$ cat src/rtl/sio_regport_pkg.sv
package sio_regport_pkg;
    localparam int DW   = 8;
    localparam int NREG = 16;
    localparam int NCH  = 2;
    localparam int PW   = $clog2(NREG);
    localparam int NCMD = 9;

    localparam logic [PW-1:0] REG_CMD    = 4'd0;
    localparam logic [PW-1:0] REG_STAT   = 4'd1;
    localparam logic [PW-1:0] REG_VEC    = 4'd2;
    localparam logic [PW-1:0] REG_PEND   = 4'd3;
    localparam logic [PW-1:0] REG_DATA   = 4'd8;
    localparam logic [PW-1:0] REG_MASTER = 4'd9;
    localparam logic [PW-1:0] REG_AUX    = 4'd10;
    localparam logic [PW-1:0] REG_TCL    = 4'd12;
    localparam logic [PW-1:0] REG_TCH    = 4'd13;
    localparam logic [PW-1:0] REG_IEN    = 4'd15;

    localparam int CMD_RST_EXT   = 0;
    localparam int CMD_ABORT     = 1;
    localparam int CMD_RX_NEXT   = 2;
    localparam int CMD_RST_TXI   = 3;
    localparam int CMD_RST_ERR   = 4;
    localparam int CMD_RST_IUS   = 5;
    localparam int CMD_RST_RXCRC = 6;
    localparam int CMD_RST_TXCRC = 7;
    localparam int CMD_RST_EOM   = 8;

    typedef struct packed {
        logic [PW-1:0]   ptr;
        logic [NCMD-1:0] cmd;
        logic            txl;
        logic            rxt;
    } ptr_st_t;

    typedef struct packed {
        logic [NCH-1:0][NREG-1:0][DW-1:0] mem;
        logic [NCH-1:0]                   rst;
    } wf_st_t;
endpackage

$ cat src/rtl/sio_chan_ptr.sv
module sio_chan_ptr
    import sio_regport_pkg::*;
(
    input  logic            clk,
    input  logic            rst_n,
    input  logic            ctl_wr,
    input  logic            ctl_rd,
    input  logic            dat_wr,
    input  logic            dat_rd,
    input  logic            clr_ptr,
    input  logic [DW-1:0]   wdata,
    output logic [PW-1:0]   ptr,
    output logic            reg_we,
    output logic [NCMD-1:0] cmd,
    output logic            tx_load,
    output logic            rx_take
);
    ptr_st_t    st_d, st_q;
    logic [2:0] grp;
    logic [1:0] crc;

    assign grp = wdata[5:3];
    assign crc = wdata[7:6];

    always_comb begin
        st_d     = st_q;
        st_d.cmd = '0;
        st_d.txl = dat_wr;
        st_d.rxt = dat_rd;
        if (ctl_wr && st_q.ptr == REG_CMD) begin
            st_d.ptr = {grp == 3'b001, wdata[2:0]};
            case (grp)
                3'd2:    st_d.cmd[CMD_RST_EXT] = 1'b1;
                3'd3:    st_d.cmd[CMD_ABORT]   = 1'b1;
                3'd4:    st_d.cmd[CMD_RX_NEXT] = 1'b1;
                3'd5:    st_d.cmd[CMD_RST_TXI] = 1'b1;
                3'd6:    st_d.cmd[CMD_RST_ERR] = 1'b1;
                3'd7:    st_d.cmd[CMD_RST_IUS] = 1'b1;
                default: ;
            endcase
            case (crc)
                2'd1:    st_d.cmd[CMD_RST_RXCRC] = 1'b1;
                2'd2:    st_d.cmd[CMD_RST_TXCRC] = 1'b1;
                2'd3:    st_d.cmd[CMD_RST_EOM]   = 1'b1;
                default: ;
            endcase
        end else if (ctl_wr || ctl_rd) begin
            st_d.ptr = REG_CMD;
            if (st_q.ptr == REG_DATA) begin
                if (ctl_wr) st_d.txl = 1'b1;
                else        st_d.rxt = 1'b1;
            end
        end
        if (clr_ptr) st_d.ptr = REG_CMD;
    end

    always_ff @(posedge clk or negedge rst_n) begin
        if (!rst_n) st_q <= '0;
        else        st_q <= st_d;
    end

    assign ptr     = st_q.ptr;
    assign reg_we  = ctl_wr && (st_q.ptr != REG_CMD);
    assign cmd     = st_q.cmd;
    assign tx_load = st_q.txl;
    assign rx_take = st_q.rxt;
endmodule

$ cat src/rtl/sio_wreg_file.sv
module sio_wreg_file
    import sio_regport_pkg::*;
(
    input  logic                 clk,
    input  logic                 rst_n,
    input  logic [NCH-1:0]       we,
    input  logic [PW-1:0]        idx_a,
    input  logic [PW-1:0]        idx_b,
    input  logic [DW-1:0]        wdata,
    output logic [NREG*DW-1:0]   cfg_a,
    output logic [NREG*DW-1:0]   cfg_b,
    output logic [NCH-1:0]       clr_ptr,
    output logic [NCH-1:0]       chan_rst
);
    wf_st_t                   wf_d, wf_q;
    logic [NCH-1:0]           kill;
    logic                     full;
    logic [NCH-1:0][PW-1:0]   idx;
    logic [NREG-1:0][DW-1:0]  view_b;

    assign idx[0] = idx_a;
    assign idx[1] = idx_b;

    always_comb begin
        wf_d     = wf_q;
        wf_d.rst = '0;
        kill     = '0;
        for (int c = 0; c < NCH; c++) begin
            if (we[c]) begin
                if (idx[c] == REG_MASTER) begin
                    wf_d.mem[0][REG_MASTER] = {2'b00, wdata[DW-3:0]};
                    kill[0] = wdata[DW-1];
                    kill[1] = wdata[DW-2];
                end else if (idx[c] == REG_VEC) begin
                    wf_d.mem[0][REG_VEC] = wdata;
                end else if (idx[c] != REG_CMD && idx[c] != REG_DATA) begin
                    wf_d.mem[c][idx[c]] = wdata;
                end
            end
        end
        full = &kill;
        for (int c = 0; c < NCH; c++) begin
            if (kill[c]) begin
                for (int i = 0; i < NREG; i++) begin
                    if (full || (PW'(i) != REG_VEC && PW'(i) != REG_MASTER))
                        wf_d.mem[c][i] = '0;
                end
            end
        end
        wf_d.rst = kill;
    end

    always_ff @(posedge clk or negedge rst_n) begin
        if (!rst_n) wf_q <= '0;
        else        wf_q <= wf_d;
    end

    always_comb begin
        view_b             = wf_q.mem[1];
        view_b[REG_VEC]    = wf_q.mem[0][REG_VEC];
        view_b[REG_MASTER] = wf_q.mem[0][REG_MASTER];
    end

    assign cfg_a    = wf_q.mem[0];
    assign cfg_b    = view_b;
    assign clr_ptr  = kill;
    assign chan_rst = wf_q.rst;
endmodule

$ cat src/rtl/sio_rd_mux.sv
module sio_rd_mux
    import sio_regport_pkg::*;
(
    input  logic               sel_b,
    input  logic               addr_data,
    input  logic [PW-1:0]      ptr_a,
    input  logic [PW-1:0]      ptr_b,
    input  logic [NCH*DW-1:0]  rr0_in,
    input  logic [NCH*DW-1:0]  rr1_in,
    input  logic [NCH*DW-1:0]  rr10_in,
    input  logic [NCH*DW-1:0]  rxd_in,
    input  logic [DW-1:0]      vec_in,
    input  logic [DW-1:0]      ipend_in,
    input  logic [NREG*DW-1:0] cfg_a,
    input  logic [NREG*DW-1:0] cfg_b,
    output logic [DW-1:0]      rdata
);
    logic [PW-1:0]      p;
    logic [DW-1:0]      st0, st1, st10, rxd;
    logic [NREG*DW-1:0] cfg;

    always_comb begin
        p    = sel_b ? ptr_b : ptr_a;
        st0  = sel_b ? rr0_in[2*DW-1:DW]  : rr0_in[DW-1:0];
        st1  = sel_b ? rr1_in[2*DW-1:DW]  : rr1_in[DW-1:0];
        st10 = sel_b ? rr10_in[2*DW-1:DW] : rr10_in[DW-1:0];
        rxd  = sel_b ? rxd_in[2*DW-1:DW]  : rxd_in[DW-1:0];
        cfg  = sel_b ? cfg_b : cfg_a;
        if (addr_data) begin
            rdata = rxd;
        end else begin
            case (p)
                REG_CMD:                   rdata = st0;
                REG_STAT:                  rdata = st1;
                REG_VEC:                   rdata = sel_b ? vec_in : cfg_a[int'(REG_VEC)*DW +: DW];
                REG_PEND:                  rdata = sel_b ? '0 : ipend_in;
                REG_DATA:                  rdata = rxd;
                REG_AUX:                   rdata = st10;
                REG_TCL, REG_TCH, REG_IEN: rdata = cfg[int'(p)*DW +: DW];
                default:                   rdata = '0;
            endcase
        end
    end
endmodule

$ cat src/rtl/sio_regport.sv
module sio_regport
    import sio_regport_pkg::*;
(
    input  logic               clk,
    input  logic               rst_n,
    input  logic               bus_sel_b,
    input  logic               bus_addr,
    input  logic               bus_wr,
    input  logic               bus_rd,
    input  logic [DW-1:0]      bus_wdata,
    output logic [DW-1:0]      bus_rdata,
    input  logic [NCH*DW-1:0]  rr0_in,
    input  logic [NCH*DW-1:0]  rr1_in,
    input  logic [NCH*DW-1:0]  rr10_in,
    input  logic [NCH*DW-1:0]  rxd_in,
    input  logic [DW-1:0]      vec_in,
    input  logic [DW-1:0]      ipend_in,
    output logic [NREG*DW-1:0] cfg_a,
    output logic [NREG*DW-1:0] cfg_b,
    output logic [NCMD-1:0]    cmd_a,
    output logic [NCMD-1:0]    cmd_b,
    output logic [NCH-1:0]     tx_load,
    output logic [NCH-1:0]     rx_take,
    output logic [NCH-1:0]     chan_rst
);
    logic [NCH-1:0][PW-1:0]   ptr_v;
    logic [NCH-1:0][NCMD-1:0] cmd_v;
    logic [NCH-1:0]           reg_we;
    logic [NCH-1:0]           clr_ptr;
    logic                     rd_ok;

    assign rd_ok = bus_rd && !bus_wr;

    for (genvar c = 0; c < NCH; c++) begin : g_ch
        logic hit;
        assign hit = (c == 1) ? bus_sel_b : !bus_sel_b;
        sio_chan_ptr u_ptr (
            .clk     (clk),
            .rst_n   (rst_n),
            .ctl_wr  (hit && bus_wr && !bus_addr),
            .ctl_rd  (hit && rd_ok && !bus_addr),
            .dat_wr  (hit && bus_wr && bus_addr),
            .dat_rd  (hit && rd_ok && bus_addr),
            .clr_ptr (clr_ptr[c]),
            .wdata   (bus_wdata),
            .ptr     (ptr_v[c]),
            .reg_we  (reg_we[c]),
            .cmd     (cmd_v[c]),
            .tx_load (tx_load[c]),
            .rx_take (rx_take[c])
        );
    end

    sio_wreg_file u_wf (
        .clk      (clk),
        .rst_n    (rst_n),
        .we       (reg_we),
        .idx_a    (ptr_v[0]),
        .idx_b    (ptr_v[1]),
        .wdata    (bus_wdata),
        .cfg_a    (cfg_a),
        .cfg_b    (cfg_b),
        .clr_ptr  (clr_ptr),
        .chan_rst (chan_rst)
    );

    sio_rd_mux u_mux (
        .sel_b     (bus_sel_b),
        .addr_data (bus_addr),
        .ptr_a     (ptr_v[0]),
        .ptr_b     (ptr_v[1]),
        .rr0_in    (rr0_in),
        .rr1_in    (rr1_in),
        .rr10_in   (rr10_in),
        .rxd_in    (rxd_in),
        .vec_in    (vec_in),
        .ipend_in  (ipend_in),
        .cfg_a     (cfg_a),
        .cfg_b     (cfg_b),
        .rdata     (bus_rdata)
    );

    assign cmd_a = cmd_v[0];
    assign cmd_b = cmd_v[1];
endmodule

$ cat config.mk
export PLATFORM = sky130hd
export DESIGN_NAME = sio_regport
export DESIGN_NICKNAME = d
export VERILOG_FILES = /design/src/rtl/sio_regport_pkg.sv /design/src/rtl/sio_chan_ptr.sv /design/src/rtl/sio_wreg_file.sv /design/src/rtl/sio_rd_mux.sv /design/src/rtl/sio_regport.sv
export SDC_FILE = /design/constraint.sdc
export NUM_CORES = 1
export LEC_CHECK = 0
export BUFFER_PORTS_ARGS = -buffer_cell sky130_fd_sc_hd__clkbuf_2
export CAP_MARGIN = 20
export CORE_ASPECT_RATIO = 0.8
export CORE_MARGIN = 3
export CORE_UTILIZATION = 35
export DETAILED_ROUTE_END_ITERATION = 16
export PLACE_DENSITY_LB_ADDON = 0.12
export REMOVE_ABC_BUFFERS = 1
export SETUP_SLACK_MARGIN = 0.1
export SYNTH_ARGS = -nofsm -noshare
export SYNTH_HDL_FRONTEND = slang
export SYNTH_SLANG_ARGS = --single-unit
$ cat constraint.sdc
create_clock -name clk -period 6.1 [get_ports clk]
set_input_delay 1.22 -clock clk [delete_from_list [all_inputs] [get_ports clk]]
set_output_delay 1.22 -clock clk [all_outputs]
set_load 0.02 [all_outputs]
---- Word-level counts from Yosys, hierarchy flattened ----
Cells that the tools add are included.
word-level totals
  bits in registers ....................... 288
  input port bits ......................... 94
  output and inout bits ................... 288
  logic and storage cells ................. 190
cells by class
  magnitude comparators ................... 4
  eq/ne operators ......................... 30
  shifts and indexed selects .............. 1
  muxes and demuxes ....................... 73
  reduce and logical (&&, ||, !) cells .... 41
operators with widths
  cell                number
  $mux 128            12
  $bwmux 128          2
  $mux 8              20
  $shiftx 128x8->8    1
  $mux 104            1
  $mux 72             1
  $demux 8 s4         2
  $pmux 8 s7          1
  $mux 48             1
  $eq 4x4->1 const B  9
  $mux 4              7
  $logic_and 1x1->1   21
  $mux 2              10
  $mux 9              2
  $eq 4x2->1 const B  4
  $mux 16             1
  $mux 1              13
  $eq 3x3->1 const B  4
  $logic_not 4->1     3
  $lt 4x5->1 const B  2
  $ge 4x1->1 const B  2
  $ne 2x2->1 const B  4
  $ne 4x4->1 const B  2
  $reduce_and 4->1    2
  other kinds (12)    22

---- Depth between registers and ports, before layout ----
Gate-level depths: netlist (run 1).
  word-level depth ........................ 17
  mapped depth ............................ 9
  mapped depth without buffers ............ 6

---- Modules after synthesis ----
From an unflattened synthesis (run 1), not the netlist that was laid out.
unflattened totals
  cell total of the unflattened synthesis .. 1121
  area, all modules ....................... 12550.8 um^2
modules (own cells, without submodules)
  module         times used  cells each  area each (um^2)
  sio_wreg_file  1           825         9838.2
  sio_rd_mux     1           198         1463.9
  sio_chan_ptr   2           45          581.8
  sio_regport    1           8           85.1

---- Least setup slack after synthesis (run 1) ----
No wires, ideal clock.
  kind .................................... in2out
  start point ............................. input port bus_sel_b
  end point ............................... output port bus_rdata[6]
  arrival time ............................ 2.818 ns
  slack ................................... 2.062 ns
  stages on the path ...................... 8
  buffers on the path ..................... 4
  cells stage by stage .................... buf_2 > buf_2 > buf_2 > buf_2 > mux2i_1 > o211ai_1 > a222oi_1 > o21ai_0
between the ends
  longest elaborated chain between the ends .. 5
  elaborated cells on any way between the ends .. 21
RTL lines
  element                                                           RTL line           RTL
  start: declaration                                                sio_regport.sv:6   input logic bus_sel_b,
  parallel branches: the longest is 4 deep, another holds $mux 128  -
  $mux 8 (*)                                                        sio_rd_mux.sv:29   if (addr_data) begin
  end: declaration                                                  sio_regport.sv:11  output logic [DW-1:0] bus_rdata,
Mark *: on every way between the ends.

---- Worst setup path in the final report (run 1) ----
  start point ............................. input port bus_sel_b
  end point ............................... output port bus_rdata[7]
The elaborated chain is that of the path after synthesis.

==> metrics.md, run 1 <==
| Metric | Value |
|---|---|
| Max-cap viol count | 0 |
| Clock Pin Slew Worst Setup and Hold Paths | 0.06 ns |
| Layout Cells excl Fill | just over 2000 |
| Setup TNS | 0 ns |
| Tcrit/Tclk final | 77.49% |
| Gpl congestion | 0.8634 |
| Largest net degree at the start of global routing | 118 |
| Number of global-route vias before repair | 10556 |
| Io pins | 382 |
| Leakage | between 7 and 8 nW |
| Starting Density | 35.74% |
| Levels on crit path | 6 |
| Slew headroom | a little over a quarter |
| CP Launch Type | input pin |
| Async SR Flop Fraction | between 90% and 100% |
| Crit path DAT | roughly 3.5 ns |
| Status | finished, final reports clean |
| Most Frequent Cell on Critical Path | clkbuf_2 |
| DPL Wire Length | about 35000 um |
| Mapped Area | about 13000 um^2 |
| Tmin final | between 4 and 5 ns |
| Starting DRT DRC Count | between 900 and 1000 |
| Via count | 10982 |
| Fin nets | around 1600 |
| Area growth syn-to-layout | 24.71% |
| Share of layout cells above drive strength 1 | 33.40% |
| Final hold vios | 0 |
| Initial antenna violation count | 11 |
| FF-to-FF path depth | 7 |
| Clock sinks | between 200 and 300 |
| Remaining Overflow, GRT | 0 |
| Critical path's top delay family | compound AO/OA/AOI/OAI gates |
| Netlist cell types | 64 |
| Setup CP Type | in -> out |
| Hold path start | u_wf.cfg_b[3] |
| NetSw | approximately 2.4 mW |
| WP buf/inv | 2 |
| Clock power frac | about 28% |
| CTS max path bufs | 3 |
| Flops & latches, synth | between 200 and 300 |
| Postcts setup bufs | 0 |
| Flop2flop setup slack | ~2.3 ns |
| Pins Over Slew Limit | 0 |
| Register area share after synthesis | a little over half |
| EDFF count, synth | 0 |
| Sequential cell fraction of total power | 40.4% |
| Die area | about 38000 um^2 |
| Post-synthesis cell count | ~1200 |
| Post-Place Setup Slack | between 1 and 1.5 ns |
| Core area | roughly 35000 um^2 |
| # hold bufs at CTS | 0 |
| Clk_skew | ~0.015 ns |
| Number of port buffers | 381 |
| Via-to-Cell Ratio | 5.389 |
| Power share of the combinational group | 31.7% |
| Rows | a little over 60 |
| Switching Fraction | between 30% and 40% |
| H-tree levels | 1 |
| Main synth FF type | dfrtp_1 |
| Max IR drop VDD | between 0.15 and 0.2 mV |
| Highest clock rate | about 0.21 GHz |
| CP Cell Sequence | clkbuf_2 > and4bb_1 > a222oi_1 > a21boi_0 > o2111ai_1 > clkbuf_2 |
| Remaining routing DRC violations | 0 |
| Worst Setup SP | bus_sel_b |
| Slowest stage delay, CP | around 0.73 ns |
| Placed insts | 1973 |
| R2R Path Start | g_ch[1].u_ptr.ptr[3] |
| Crit path capture | bus_rdata[7] |
| Crit path max fanout | 32 |
| Die W | between 200 and 250 um |
| Pwr/cell area | around 400 nW/um^2 |
| WL/cell | approximately 24 um |
| CTS tree | done |
| Final WS setup | between 1 and 1.5 ns |
| Tot GR Track Use | 25.14% |
| Detailed Route WL | between 40000 and 50000 um |
| Die Ht | 175.2 um |
| WP data required | ~4.9 ns |
| Yosys warns | 0 |
| Worst min-delay path class | reg -> reg |
| Min Hold Slack | roughly 0.48 ns |
| Antenna-violating nets left | 0 |
| Root Driver | clkbuf_16 |
| First-pass GRT wire length | approximately 72000 um |
| DRT Pass-1 Iters | 5 |
| Final count of negative-setup-slack endpoints | 0 |
| Slowest stage cell, crit path | a222oi_1 |
| Unrepaired setup endpoints after global routing | false |
| Num CTS Buffers | 30 |
| RR Endpoint | u_wf.cfg_b[25] |
| Mean Syn Cell Area | 10.31 um^2 |
| CP endpoint kind | primary output |
| Clock latency on the worst-skew pair | about 0.57 ns |
| Internal power | between 3 and 4 mW |
| PostCTS Resize Cnt | 0 |
| Worst-Margin Slew | roughly 1.1 ns |
## routing by layer
layer	global-route usage, %	wire length (um)	vias up
met5	0	13	-
met4	7.607	1318	2
met3	6.606	4429	82
met2	37.74	21950	461
met1	35.76	21890	5496
li1	-	-	4941
## area by class of cell
| type | count | area, um^2 |
|---|---|---|
| Inverter | 3 | 11.26 |
| Antenna cell | 9 | 22.52 |
| Clock inverter | 12 | 71.32 |
| Timing Repair Buffer | 399 | 2064 |
| Tap cell | 472 | 590.6 |
| Sequential cell | 272 | 6807 |
| Multi-Input combinational cell | 828 | 5149 |
| Fill cell | 3463 | 19420 |
| Clock buffer | 43 | 900.9 |
## power groups by stage
stage               Sequential [mW]  Clock, mW  Combinational (mW)
global route                   2.65       1.90                2.19
floorplan                      3.09          0               0.664
finish                         2.59       1.79                2.03
detailed placement             2.63          0                2.05
CTS                            2.60       1.83                2.05
global placement               2.63          0                2.03
## cell usage after synthesis, types with 4 or more instances
master     instances  share of area, %
a211oi_1          48               2.9
a21boi_0           8              0.48
a21o_1             4              0.24
a21oi_1           47               1.9
a21oi_4            4              0.52
a221oi_1           6              0.42
a222oi_1           8              0.64
a22o_1            16               1.1
a22oi_1           16              0.96
and2_1            22               1.1
and3_1             5              0.25
buf_1              9              0.27
buf_2             39               1.6
buf_4             23               1.4
clkbuf_1          40               1.2
dfrtp_1          272                54
mux2_2            11              0.99
mux2i_1           78               6.2
nand2_1          127               3.8
nand2b_1          18              0.90
nand3_1           15              0.60
nand4_1            6              0.30
nor2_1           190               5.7
nor2_2             7              0.35
nor2b_1           27               1.3
nor3_1            12              0.48
o2111ai_1          7              0.49
o21ai_0           48               1.9
o221a_2           29               2.6
o22ai_1           20               1.0
## stage by stage
stage / total power, mW / utilization (%) / area (um^2)
floorplan: 3.749 / - / 11960
global placement: 4.658 / 41.72 / 14610
detailed placement: 4.673 / 41.72 / 14610
CTS: 6.480 / 44.49 / 15590
global route: 6.738 / 44.58 / 15620
finish: 6.423 / 44.58 / 15620
## placed cells by master, fill, tap and decap left out, drive strengths merged, types with 11 or more instances in the layout
cell type    n
buf         19
a22oi       18
dfrtp      272
nand3       15
nor2b       27
mux2i       78
o22ai       20
nand2      127
a211oi      50
nor3        12
and2        24
o221a       32
a21oi       52
a22o        16
o21ai       48
nand2b      19
clkbuf     423
nor2       197
mux2        11
## registers in the layout, indices dropped and copies added, names as in the netlist
register / flops
g_ch.u_ptr.cmd: 18
g_ch.u_ptr.rx_take: 2
g_ch.u_ptr.tx_load: 2
u_wf.cfg_a: 128
u_wf.cfg_b: 112
u_wf.chan_rst: 2
g_ch.u_ptr.ptr: 8
## worst register-to-register path, delay by kind of cell, from the launching register on
family	cells	cell delay (ns)
AO/OA/AOI/OAI	2	0.49
buffers and inverters	3	1.45
flip-flops	1	0.88
AND/OR/NAND/NOR	2	0.79
## cells by family after synthesis
group | after synthesis | share of synthesized area (%)
AND/OR/NAND/NOR | 455 | 16.75
AO/OA/AOI/OAI | 284 | 17.09
flip-flops | 272 | 54.36
multiplexers | 89 | 7.224
buffers and inverters | 115 | 4.586
## worst min path at each step
stage,endpoint,slack (ns),depth (start not counted)
final,u_wf.cfg_b[3],0.48,1
after global routing,u_wf.cfg_b[67],0.50,1
after CTS,u_wf.cfg_b[3],0.49,1
after detailed placement,u_wf.cfg_b[3],0.47,1
after global placement,u_wf.cfg_b[1],0.47,1
after floorplan,u_wf.cfg_b[0],0.60,1
Note: power is estimated with default switching activity, not from simulation.
==> run 2, diff against run 1 <==
- ABC_AREA: not set -> 1
- clock period: 6.1 -> 4.1 ns (I/O delays scaled with it)
==> run 2 against run 1 <==
  * Die area rose by 2.2%
  * Synthesized area rose by 2.3%
  * Hold slack got worse by 0.17 ns
  * Routed wire length fell by 5.2%
  * Global-route usage fell by 1.6 points
  * Combinational power rose by 6%
  * Sequential power rose by 28%
  * Setup slack got worse by 0.86 ns
  * Via count rose by 9.3%
  * Clock-buffer cell count rose by 2
  * Largest cell class unchanged
==> metrics.md, run 2 <==
| Metric | Value |
|---|---|
| H-tree levels | 1 |
| Num CTS Buffers | 30 |
| Max IR drop VDD | 0.2888 mV |
| Max reg flops | 128 |
| CP Cell Sequence | buf_2 > buf_4 > nand2_1 > o21ai_0 > nand2_1 > nand3_1 > nand2_1 > nand3_1 > nand2_1 > nand2_1 > clkbuf_2 |
| Placed insts | 2414 |
| Commonest non-fill, non-tap cell in the layout | nand2_1 |
| Post-Place Setup Slack | 0.5534 ns |
| Top post-synthesis cells by area | dfrtp_1, nand2_1, nand3_1 |
| Tmin final | around 3.6 ns |
| Clock sinks | about 270 |
| WL/cell | between 15 and 20 um |
| Fin nets | 2060 |
| Initial antenna violation count | 0 |
| CP Launch Type | input pin |
| Status | finished, final reports clean |
| Slowest stage delay, CP | around 0.53 ns |
| Die W | ~220 um |
| Mapped Area | 12800 um^2 |
| Worst min-delay path class | in -> async |
| Worst-Margin Slew | about 0.94 ns |
| Pwr/cell area | roughly 520 nW/um^2 |
| Die Ht | roughly 180 um |
| Netlist cell types | 32 |
| DRT Pass-1 Iters | 5 |
| Rows | a little over 60 |
| Starting DRT DRC Count | roughly 900 |
| Clock Pin Slew Worst Setup and Hold Paths | ~0.060 ns |
| Most common cell in the synthesized netlist | nand2_1 |
| WP data required | approximately 3.3 ns |
| Leakage | between 9 and 10 nW |
| Mean Syn Cell Area | around 7.9 um^2 |
| # hold bufs at CTS | 0 |
| Postcts setup bufs | 0 |
| Largest net degree at the start of global routing | around 110 |
| Die area | 38930 um^2 |
| Final WS setup | 0.5090 ns |
| Post-synthesis cell count | roughly 1600 |
| Async SR Flop Fraction | between 90% and 100% |
| CP endpoint kind | primary output |
| Clk_skew | ~0.0068 ns |
| Commonest non-fill, non-tap cells in the layout | nand2_1, clkbuf_2, dfrtp_1 |
| Crit path max fanout | 64 |
| Remaining Overflow, GRT | 0 |
| Via count | 11998 |
| Register area share after synthesis | 53.16% |
| Final hold vios | 0 |
| Clock latency on the worst-skew pair | around 0.56 ns |
| Multi-input gate area | slightly above 5000 um^2 |
| WP buf/inv | 3 |
| First-pass GRT wire length | between 70000 and 80000 um |
| Io pins | approximately 380 |
| Share of layout cells above drive strength 1 | around a quarter |
| Crit path DAT | 2.77 ns |
| Unrepaired setup endpoints after global routing | false |
| Synth area leader | dfrtp_1 |
| Core area | about 36000 um^2 |
| Slew headroom | roughly 37% |
| Starting Density | a little over a third |
| Fillcell total | ~3700 |
| Area growth syn-to-layout | 25.48% |
| Gpl congestion | ~0.88 |
| Main synth FF type | dfrtp_1 |
| Via-to-Cell Ratio | slightly below 5 |
| DPL Wire Length | ~34000 um |
| Tcrit/Tclk final | between 80 and 90% |
| Number of port buffers | about 380 |
| Antenna diode count | 0 |
| Critical path's top delay family | buffers and inverters |
| Most Frequent Cell on Critical Path | nand2_1 |
| Max-cap viol count | 0 |
| EDFF count, synth | 0 |
| Highest clock rate | 0.2785 GHz |
| Root Driver | clkbuf_16 |
| Pins Over Slew Limit | 0 |
| PostCTS Resize Cnt | 0 |
| Remaining routing DRC violations | 0 |
| CTS max path bufs | 3 |
| Setup CP Type | in -> out |
| Antenna-violating nets left | 0 |
| Detailed Route WL | 47050 um |
| Number of global-route vias before repair | 11462 |
| Register Area | about 6800 um^2 |
| Final count of negative-setup-slack endpoints | 0 |
| CTS tree | done |
| Slowest stage cell, crit path | buf_4 |
| Layout Cells excl Fill | 2470 |
| Flops & latches, synth | 272 |
| Setup TNS | 0 ns |
| Yosys top cell area share | a little over half |
| Yosys warns | 0 |
| Most instantiated cells after synthesis | nand2_1, dfrtp_1, nand3_1, nor2_1, inv_1 |
| Tot GR Track Use | about a quarter |
[run 2: cell count changes after synthesis, sizes merged, moves of 18 or more]
cell    before  now
and2        24    0
a22oi       18    0
nor2       197  140
nor2b       27    0
nand2b      19    0
nand2      127  681
a21oi       52    3
nand3       15  187
a211oi      50    0
o221a       32    0
mux2i       78    0
buf         72   48
inv          3  120
[run 2: cell type report]
cell class | instances | area share (%)
flip-flops and latches | 272 | 42.36
multi-input cells | 1138 | 31.42
repair buffers | 401 | 13.02
clock buffers | 45 | 5.716
well taps | 480 | 3.738
inverters | 123 | 2.889
clock inverters | 11 | 0.8566
[run 2: layer usage]
layer,global-route usage [%],up-vias,part of all wire [%]
li1,-,5761,-
met1,34.84,5778,47
met2,35.23,397,43
met3,5.423,62,7.5
met4,4.666,0,1.7
met5,0,-,0
[run 2: cell families after synthesis]
| group | Yosys count | synth area share, % |
|---|---|---|
| simple gates | 1041 | 35.10 |
| flops | 272 | 53.16 |
| compound gates | 97 | 4.329 |
| buf+inv | 209 | 7.417 |
[run 2: where the power goes]
group | internal [mW] | total [mW] | leakage, nW | switching (mW)
registers | 3.02 | 3.32 | 3.47 | 0.295
logic | 0.627 | 2.15 | 5.22 | 1.52
clock network | 1.73 | 2.85 | 0.527 | 1.12
total | 5.38 | 8.32 | 9.21 | 2.94
[run 2: worst paths after layout]
check,end,start,slack (ns),depth (start not counted)
worst min-delay path,u_wf.cfg_a[63],rst_n,0.31,1
max in group asynchronous,u_wf.cfg_b[65],rst_n,2.79,2
worst max-delay path,bus_rdata[0],bus_sel_b,0.51,11
worst min register to register,u_wf.cfg_a[57],u_wf.cfg_a[57],0.47,2
min in group clk,u_wf.cfg_a[57],u_wf.cfg_a[57],0.47,2
worst max register to register,u_wf.cfg_a[80],g_ch[0].u_ptr.ptr[1],1.45,11
[run 2: through the flow]
stage	util, %	total power, mW	hold slack, ns	area [um^2]
final	44.64	8.318	0.3139	16070
after global routing	44.64	8.767	0.3663	16070
after CTS	44.64	8.414	0.3486	16070
after detailed placement	41.71	5.532	0.4590	15010
after global placement	41.71	5.514	0.4542	15010
after floorplan	-	4.555	0.5244	12320
==> run 3, diff against run 2 <==
- CELL_PAD_IN_SITES_DETAIL_PLACEMENT: not set -> 0
- CELL_PAD_IN_SITES_GLOBAL_PLACEMENT: not set -> 2
- CORE_UTILIZATION: 35 -> 26
==> run 3 against run 2 <==
  * Clock-buffer cell count rose by 2
  * Flip-flop and latch count is the same
  * Routed wire length up 12%
  * Final cell count increased by 6.4%
  * Setup slack gained 0.11 ns
  * Register-to-register slack better by 0.08 ns
  * Largest power group unchanged
  * Die area grew 33%
==> metrics.md, run 3 (synthesized netlist as in run 2, its figures left out) <==
| Metric | Value |
|---|---|
| Status | finished, final reports clean |
| Share of layout cells above drive strength 1 | approximately a quarter |
| Remaining routing DRC violations | 0 |
| Clock Pin Slew Worst Setup and Hold Paths | around 0.06 ns |
| Worst Setup SP | bus_sel_b |
| Met1 usage | 29.13% |
| Sequential cell fraction of total power | a little under two fifths |
| Met3 usage | 3.757% |
| Detailed Route WL | between 50000 and 60000 um |
| First-pass GRT wire length | approximately 78000 um |
| Remaining Overflow, GRT | 0 |
| Number of global-route vias before repair | around 12000 |
| Clk_skew | 0.02494 ns |
| Commonest non-fill, non-tap cell in the layout | nand2_1 |
| Fillcell total | between 5000 and 6000 |
| Via count | 11897 |
| Setup CP Type | in -> out |
| Internal power | about 5.6 mW |
| CTS max path bufs | 3 |
| Initial antenna violation count | 2 |
| Num CTS Buffers | 34 |
| Max IR drop VDD | ~0.31 mV |
| Placed insts | roughly 2600 |
| Leakage | approximately 9.3 nW |
| DRT Pass-1 Iters | 5 |
| R2R Path Start | g_ch[0].u_ptr.ptr[2] |
| Clock latency on the worst-skew pair | 0.54 ns |
| Layout Cells excl Fill | between 2000 and 3000 |
| Clock power frac | around 37% |
| Switching Fraction | 35.52% |
| Postcts setup bufs | 0 |
| Commonest non-fill, non-tap cells in the layout | nand2_1, clkbuf_2, dfrtp_1 |
| Root Driver | clkbuf_16 |
| Register Area | between 6000 and 7000 um^2 |
| Worst min-delay path class | in -> async |
| Gpl congestion | around 0.8 |
| Pwr/cell area | around 530 nW/um^2 |
| CP endpoint kind | primary output |
| Final hold vios | 0 |
| Area growth syn-to-layout | 28.46% |
| CTS tree | done |
| Worst-Margin Slew | ~0.95 ns |
| Via-to-Cell Ratio | ~4.5 |
| DPL Wire Length | between 30000 and 40000 um |
| Power share of the combinational group | roughly a quarter |
| PostCTS Resize Cnt | 0 |
| Rows | 72 |
| Number of port buffers | between 300 and 400 |
| WP data required | roughly 3.3 ns |
| Total Power | a little under 9 mW |
| Core area | roughly 48000 um^2 |
| Crit path DAT | ~2.7 ns |
| Max reg flops | ~130 |
| Tcrit/Tclk final | ~85% |
| Final count of negative-setup-slack endpoints | 0 |
| Pins Over Slew Limit | 0 |
| Routing usage on met2 | between 30% and 40% |
| CP Launch Type | input pin |
| Fin nets | 2069 |
| Io pins | about 380 |
| Tot GR Track Use | just over 20% |
| Global-route layer with the greatest usage | met2 |
| Die W | 254.1 um |
| Antenna-violating nets left | 0 |
| # hold bufs at CTS | 0 |
| NetSw | roughly 3.1 mW |
| H-tree levels | 2 |
| Starting Density | 26.42% |
| Highest clock rate | between 0.2 and 0.3 GHz |
| Largest net degree at the start of global routing | 92 |
| Starting DRT DRC Count | between 800 and 900 |
| Die Ht | around 200 um |
| Multi-input gate area | between 5000 and 6000 um^2 |
| Slew headroom | approximately 36% |
| Die area | 51960 um^2 |
| WL/cell | between 20 and 25 um |
| Crit path max fanout | 10 |
| Setup TNS | 0 ns |
| Clock sinks | approximately 270 |
| Tmin final | 3.485 ns |
| Unrepaired setup endpoints after global routing | false |
| Max-cap viol count | 0 |
run 3: cell count changes in the layout (fill, tap and decap cells not counted), sizes merged:
cell,delta
buf,+5
clkbuf,+2
clkinv,-2
clkinvlp,+2
diode,+1
run 3: layout make-up:
| class | instances | share of cell area, % |
|---|---|---|
| clock inverters | 11 | 0.9584 |
| inverters | 123 | 2.822 |
| clock buffers | 47 | 6.328 |
| diodes | 1 | 0.01521 |
| well taps | 629 | 4.784 |
| multi-input cells | 1138 | 30.69 |
| repair buffers | 406 | 13.02 |
| flip-flops and latches | 272 | 41.38 |
run 3: final timing paths:
path | depth (start not counted) | slack, ns | end
max | 12 | 0.62 | bus_rdata[3]
min | 1 | 0.27 | u_wf.cfg_a[51]
max reg2reg | 10 | 1.53 | u_wf.cfg_b[29]
min reg2reg | 2 | 0.47 | u_wf.cfg_b[114]
max in group asynchronous | 2 | 2.85 | u_wf.cfg_b[80]
min in group clk | 2 | 0.47 | u_wf.cfg_b[114]
run 3: power by group through the flow:
stage | Combinational, mW | Sequential (mW) | Clock (mW)
floorplan | 0.809 | 3.75 | 0
global placement | 2.21 | 3.39 | 0
detailed placement | 2.21 | 3.39 | 0
CTS | 2.22 | 3.35 | 3.30
global route | 2.41 | 3.39 | 3.41
finish | 2.18 | 3.34 | 3.20
run 3: layer usage:
layer / up-vias / share of wire [%]
li1: 5784 / -
met1: 5774 / 48
met2: 286 / 45
met3: 53 / 5.3
met4: 0 / 1.7
met5: - / 0
run 3: critical path: stages:
cell	delay, ns
buf_2	0.23
inv_2	0.13
nand2_1	0.08
nand2_1	0.09
nor2_2	0.40
nand2_2	0.21
o21ai_0	0.19
inv_1	0.06
nand3_1	0.07
nand2_1	0.05
nand2_1	0.12
clkbuf_2	0.19
run 3: stage by stage:
stage	util, %	setup WS (ns)	hold slack [ns]	area (um^2)
floorplan	-	0.7922	0.5244	12320
global placement	31.46	0.5995	0.4541	15250
detailed placement	31.46	0.6039	0.4592	15250
CTS	33.93	0.5831	0.2929	16450
global route	33.94	0.3418	0.3257	16450
finish	33.94	0.6152	0.2706	16450
